**config.mk**
```make
export PLATFORM = sky130hd
export DESIGN_NAME = mdm_ctrl_status
export DESIGN_NICKNAME = d
export VERILOG_FILES = /design/src/rtl/mdm_pkg.sv /design/src/rtl/mdm_sync.sv /design/src/rtl/mdm_ctrl_reg.sv /design/src/rtl/mdm_status.sv /design/src/rtl/mdm_ctrl_status.sv
export SDC_FILE = /design/constraint.sdc
export NUM_CORES = 1
export LEC_CHECK = 0
export ABC_AREA = 1
export BUFFER_PORTS_ARGS = -buffer_cell sky130_fd_sc_hd__buf_2
export CORE_MARGIN = 2
export CORE_UTILIZATION = 44
export CTS_CLUSTER_SIZE = 24
export DETAILED_ROUTE_END_ITERATION = 12
export GPL_ROUTABILITY_DRIVEN = 0
export PLACE_DENSITY = 0.81
export SLEW_MARGIN = 20
export SYNTH_ARGS = -nofsm -noshare
export SYNTH_HDL_FRONTEND = slang
export SYNTH_SLANG_ARGS = --single-unit
export TNS_END_PERCENT = 30
```
**constraint.sdc**
```tcl
create_clock -name clk_i -period 1.04 [get_ports clk_i]
set_input_delay 0.052 -clock clk_i [delete_from_list [all_inputs] [get_ports clk_i]]
set_output_delay 0.052 -clock clk_i [all_outputs]
set_load 0.005 [all_outputs]
```
**src/rtl/mdm_pkg.sv**
```systemverilog
package mdm_pkg;
  localparam int NSTAT = 4;
  // status nibble bit positions (also the flag positions)
  localparam int CTS_B = 0;
  localparam int DSR_B = 1;
  localparam int RI_B  = 2;
  localparam int DCD_B = 3;
  localparam int MCR_W = 5;
  localparam logic [NSTAT-1:0] STAT_RST = 4'b1011;

  typedef struct packed {
    logic loop;
    logic out2;
    logic out1;
    logic rts;
    logic dtr;
  } mcr_t;

  localparam mcr_t MCR_RST = '{loop: 1'b0, out2: 1'b1, out1: 1'b0, rts: 1'b0, dtr: 1'b0};
endpackage

```
**src/rtl/mdm_sync.sv**
```systemverilog
module mdm_sync #(
  parameter int WIDTH = 4,
  parameter int STAGES = 2,
  parameter logic [WIDTH-1:0] RST_VAL = '0
) (
  input  logic             clk_i,
  input  logic             rst_ni,
  input  logic [WIDTH-1:0] d_i,
  output logic [WIDTH-1:0] q_o
);
  logic [WIDTH-1:0] stg_q [STAGES];

  for (genvar s = 0; s < STAGES; s++) begin : g_stage
    if (s == 0) begin : g_first
      always_ff @(posedge clk_i or negedge rst_ni) begin
        if (!rst_ni) stg_q[s] <= RST_VAL;
        else         stg_q[s] <= d_i;
      end
    end else begin : g_next
      always_ff @(posedge clk_i or negedge rst_ni) begin
        if (!rst_ni) stg_q[s] <= RST_VAL;
        else         stg_q[s] <= stg_q[s-1];
      end
    end
  end

  assign q_o = stg_q[STAGES-1];
endmodule

```
**src/rtl/mdm_ctrl_reg.sv**
```systemverilog
module mdm_ctrl_reg
  import mdm_pkg::*;
(
  input  logic       clk_i,
  input  logic       rst_ni,
  input  logic       we_i,
  input  logic [7:0] wdata_i,
  output mcr_t       mcr_o,
  output logic       dtr_o,
  output logic       rts_o,
  output logic       out1_o,
  output logic       out2_o
);
  mcr_t mcr_q;
  logic unused_hi;
  assign unused_hi = ^wdata_i[7:MCR_W];

  always_ff @(posedge clk_i or negedge rst_ni) begin
    if (!rst_ni)   mcr_q <= MCR_RST;
    else if (we_i) mcr_q <= mcr_t'(wdata_i[MCR_W-1:0]);
  end

  // loopback isolates the external pins
  assign dtr_o  = mcr_q.dtr  & ~mcr_q.loop;
  assign rts_o  = mcr_q.rts  & ~mcr_q.loop;
  assign out1_o = mcr_q.out1 & ~mcr_q.loop;
  assign out2_o = mcr_q.out2 & ~mcr_q.loop;
  assign mcr_o  = mcr_q;
endmodule

```
**src/rtl/mdm_status.sv**
```systemverilog
module mdm_status
  import mdm_pkg::*;
(
  input  logic             clk_i,
  input  logic             rst_ni,
  input  logic [NSTAT-1:0] ext_i,
  input  mcr_t             mcr_i,
  input  logic             rd_i,
  output logic [NSTAT-1:0] sts_o,
  output logic [NSTAT-1:0] delta_o
);
  logic [NSTAT-1:0] lb_sts, nxt_sts, hit, sts_q, delta_q, delta_d;

  always_comb begin
    lb_sts        = '0;
    lb_sts[DCD_B] = mcr_i.out2;
    lb_sts[RI_B]  = mcr_i.out1;
    lb_sts[DSR_B] = mcr_i.dtr;
    lb_sts[CTS_B] = mcr_i.rts;
  end

  assign nxt_sts = mcr_i.loop ? lb_sts : ext_i;

  for (genvar i = 0; i < NSTAT; i++) begin : g_edge
    if (i == RI_B) begin : g_fall
      assign hit[i] = sts_q[i] & ~nxt_sts[i];
    end else begin : g_any
      assign hit[i] = sts_q[i] ^ nxt_sts[i];
    end
    // a new change wins over a read clear
    assign delta_d[i] = (delta_q[i] & ~rd_i) | hit[i];
  end

  always_ff @(posedge clk_i or negedge rst_ni) begin
    if (!rst_ni) begin
      sts_q   <= STAT_RST;
      delta_q <= '0;
    end else begin
      sts_q   <= nxt_sts;
      delta_q <= delta_d;
    end
  end

  assign sts_o   = sts_q;
  assign delta_o = delta_q;
endmodule

```
**src/rtl/mdm_ctrl_status.sv**
```systemverilog
module mdm_ctrl_status
  import mdm_pkg::*;
#(
  parameter int SYNC_STAGES = 2
) (
  input  logic       clk_i,
  input  logic       rst_ni,
  input  logic       mcr_we_i,
  input  logic [7:0] mcr_wdata_i,
  input  logic       msr_rd_i,
  input  logic       cts_i,
  input  logic       dsr_i,
  input  logic       dcd_i,
  input  logic       ri_i,
  output logic [7:0] mcr_o,
  output logic [7:0] msr_o,
  output logic       dtr_o,
  output logic       rts_o,
  output logic       out1_o,
  output logic       out2_o,
  output logic       delta_any_o
);
  logic [NSTAT-1:0] ext_raw, ext_sync, sts, delta;
  mcr_t mcr;

  always_comb begin
    ext_raw        = '0;
    ext_raw[CTS_B] = cts_i;
    ext_raw[DSR_B] = dsr_i;
    ext_raw[RI_B]  = ri_i;
    ext_raw[DCD_B] = dcd_i;
  end

  mdm_sync #(.WIDTH(NSTAT), .STAGES(SYNC_STAGES), .RST_VAL(STAT_RST)) u_sync (
    .clk_i(clk_i), .rst_ni(rst_ni), .d_i(ext_raw), .q_o(ext_sync)
  );

  mdm_ctrl_reg u_mcr (
    .clk_i(clk_i), .rst_ni(rst_ni), .we_i(mcr_we_i), .wdata_i(mcr_wdata_i),
    .mcr_o(mcr), .dtr_o(dtr_o), .rts_o(rts_o), .out1_o(out1_o), .out2_o(out2_o)
  );

  mdm_status u_sts (
    .clk_i(clk_i), .rst_ni(rst_ni), .ext_i(ext_sync), .mcr_i(mcr),
    .rd_i(msr_rd_i), .sts_o(sts), .delta_o(delta)
  );

  assign mcr_o       = {{(8-MCR_W){1'b0}}, mcr};
  assign msr_o       = {sts, delta};
  assign delta_any_o = |delta;
endmodule

```
==> metrics <==
Boundary Pins=37; switching share of power=26.5%; cell count after placement=142; Place WS=0.0999 ns; peak supply drop=0.809 mV; Worst EP required=0.99 ns; share of cells above drive strength 1=36.4%; GRT overflow=0; initial antenna violation count=0; FF+latch count, synth=21; count of synthesis-stage warnings from yosys=0; final hold slack=0.0213 ns; Die Height=47.5 um; slowest library cell on the worst path=dfstp_2; crit path cell chain=inv_2 > nor2_1 > buf_2; drt total wl=1.59 mm; Layout Utilization=65.4%; violated checks=negative setup slack; Post-Route Setup TNS=-0.307 ns; # port buffers=30; Power, Total=1.67 mW; post-layout min period=1.15 ns; Leak Pwr=0.607 nW; Switch Pwr=0.444 mW; Nets=149; worst skew pair latency=0.29 ns; Root Driver=clkbuf_4; FF-to-FF Start=u_mcr.mcr_o[4]; DRT Pass-1 Iters=4; synthesized area=832 um2; vias per cell=4.33; post-synth cell types=11; final worst path period share=110%; run status=complete, but fails checks; # H-tree levels=1; r2r endpoint=u_sts.delta_o[3]; row count=15; DIE WIDTH=47.5 um; CP peak stage delay=0.56 ns; total number of vias=680; CTS tree=done; final setup fails=5; Clock Sinks=21; final worst-path setup slack=-0.107 ns; R2R Setup Slk=0.05 ns; CP Capture Type=primary output; Max Root-Sink Buffers=2; Hold Path Depth=4; Post-DP HPWL=1.07 mm; fmax=872 MHz; Final Instance Area=1140 um2; Comb pwr share=19.2%; Area Growth Syn to Fin=37.3%; cell depth of the worst flop-to-flop path=5; Starting Density=47.7%; Mean Syn Cell Area=9.35 um2; first-pass GRT wire length=2.51 mm; Layout Skew=0.000885 ns; GRT Util Overall=15.8%; CTS buffer count=3; max_cap viols=0; CORE AREA=1750 um2; CTS clk-pin slew, worst paths=0.11 ns; DR WL/cell=10.1 um; Int Power=1.23 mW; Antenna diodes=0; RSZ-0062 raised after global routing=yes; Hold Path End=u_sts.delta_o[2]; vias in the first global route=637; Final Hold Violating Endpoints=0; clock share of power=22.8%; largest net degree at the start of global routing=22; HP Class=input port to flip-flop; DRC errors left=0; final cell count without fillers=157; Flop pwr share=58.0%; number of fill cells in the layout=138; Worst Path Max Fanout=3; die area=2250 um2; CP Launch Type=flip-flop; DP Area=990 um2; post-route ant nets=0; Slew Viols, Final=0; post-synthesis sequential area ratio=64.7%; crit path kind=flip-flop to primary output; DRT iter0 DRCs=11; Post-Syn Instances=89; critical path arrival=1.10 ns; PwrDens=1460 nW/um2; hold_sp=msr_rd_i
==> synth_stat cells <==
library cell / n / area [um2]
nand2_1: 29 / 109
inv_1: 12 / 45.0
dfrtp_1: 11 / 275
dfstp_2: 10 / 263
nand3_1: 10 / 50.1
nor2_1: 6 / 22.5
o21ai_0: 5 / 25.0
buf_4: 3 / 22.5
buf_2: 1 / 5.00
buf_6: 1 / 11.3
conb_1: 1 / 3.75
==> critical path: cells and delay by family, from the launching register on <==
kind                   cells  cell delay, ns
DFF                        1            0.56
buffers and inverters      2            0.17
and+or+nand+nor            1            0.08
==> layout make-up <==
class,count,area [um2],share of cell area [%]
Clock buffer,4,26.3,2.30
Inverter,12,45.0,3.94
Multi-Input combinational cell,53,220,19.3
Sequential cell,21,538,47.1
Tap cell,25,31.3,2.74
Timing Repair Buffer,42,282,24.6
==> layout by cell type, fill, tap and decap left out <==
| master | synthesis | routed |
|---|---|---|
| nor2_2 | 0 | 1 |
| o21ai_0 | 5 | 5 |
| inv_2 | 0 | 2 |
| clkbuf_1 | 0 | 1 |
| clkbuf_4 | 0 | 3 |
| nand3_1 | 10 | 10 |
| nor2_1 | 6 | 5 |
| buf_2 | 1 | 28 |
| conb_1 | 1 | 3 |
| inv_1 | 12 | 10 |
| buf_4 | 3 | 1 |
| dfrtp_1 | 11 | 11 |
| buf_6 | 1 | 3 |
| dfstp_2 | 10 | 10 |
| nand2_1 | 29 | 29 |
| dlygate4sd3_1 | 0 | 10 |
==> sequential cells by signal, summed over array words and instances (netlist names) <==
name / flops
u_sts.sts_o: 4
u_sync.q_o: 4
u_sync.stg_q: 4
u_sts.delta_o: 4
u_mcr.mcr_o: 5
==> power groups by stage <==
stage	registers, mW	logic, mW	clock network [mW]
final	0.970	0.321	0.382
after global routing	0.981	0.370	0.406
after CTS	0.968	0.304	0.384
after detailed placement	0.981	0.272	0
after global placement	0.978	0.265	0
after floorplan	0.986	0.138	0
==> metal layers <==
| metal | share of wire [%] | global-route usage [%] | wire length, um |
|---|---|---|---|
| met2 | 48 | 26.8 | 762 |
| met4 | 0 | 5.00 | 0 |
| met3 | 6.5 | 2.26 | 104 |
| met5 | 0 | 0 | 0 |
| met1 | 45 | 21.0 | 722 |
==> worst max path at each step <==
stage                       endpoint  cells after the start            from  slack, ns
global placement    u_sts.delta_o[1]                      4  u_mcr.mcr_o[4]       0.14
global route                  out2_o                      3  u_mcr.mcr_o[3]      -0.16
floorplan           u_sts.delta_o[1]                      4  u_mcr.mcr_o[4]       0.15
CTS                           out2_o                      3  u_mcr.mcr_o[3]      -0.09
detailed placement  u_sts.delta_o[3]                      4  u_mcr.mcr_o[4]        0.1
finish                        out2_o                      3  u_mcr.mcr_o[3]      -0.11
==> cells by family after synthesis <==
kind of cell,after synthesis,share of synthesized area [%]
compound gates,5,3.01
other cells,1,0.451
simple gates,45,21.8
buf+inv,17,10.1
flops,21,64.7
==> what timing repair did <==
item | in CTS | in global routing
endpoints found under the hold margin | 20 | 0
setup endpoints to repair | 5 | 12
hold buffers | 10 | 0
gates cloned | 0 | 0
pin swaps | 1 | 2
gates resized for setup | 2 | 4
buffers inserted | 0 | 1
Power figures use the tool's default switching activity.
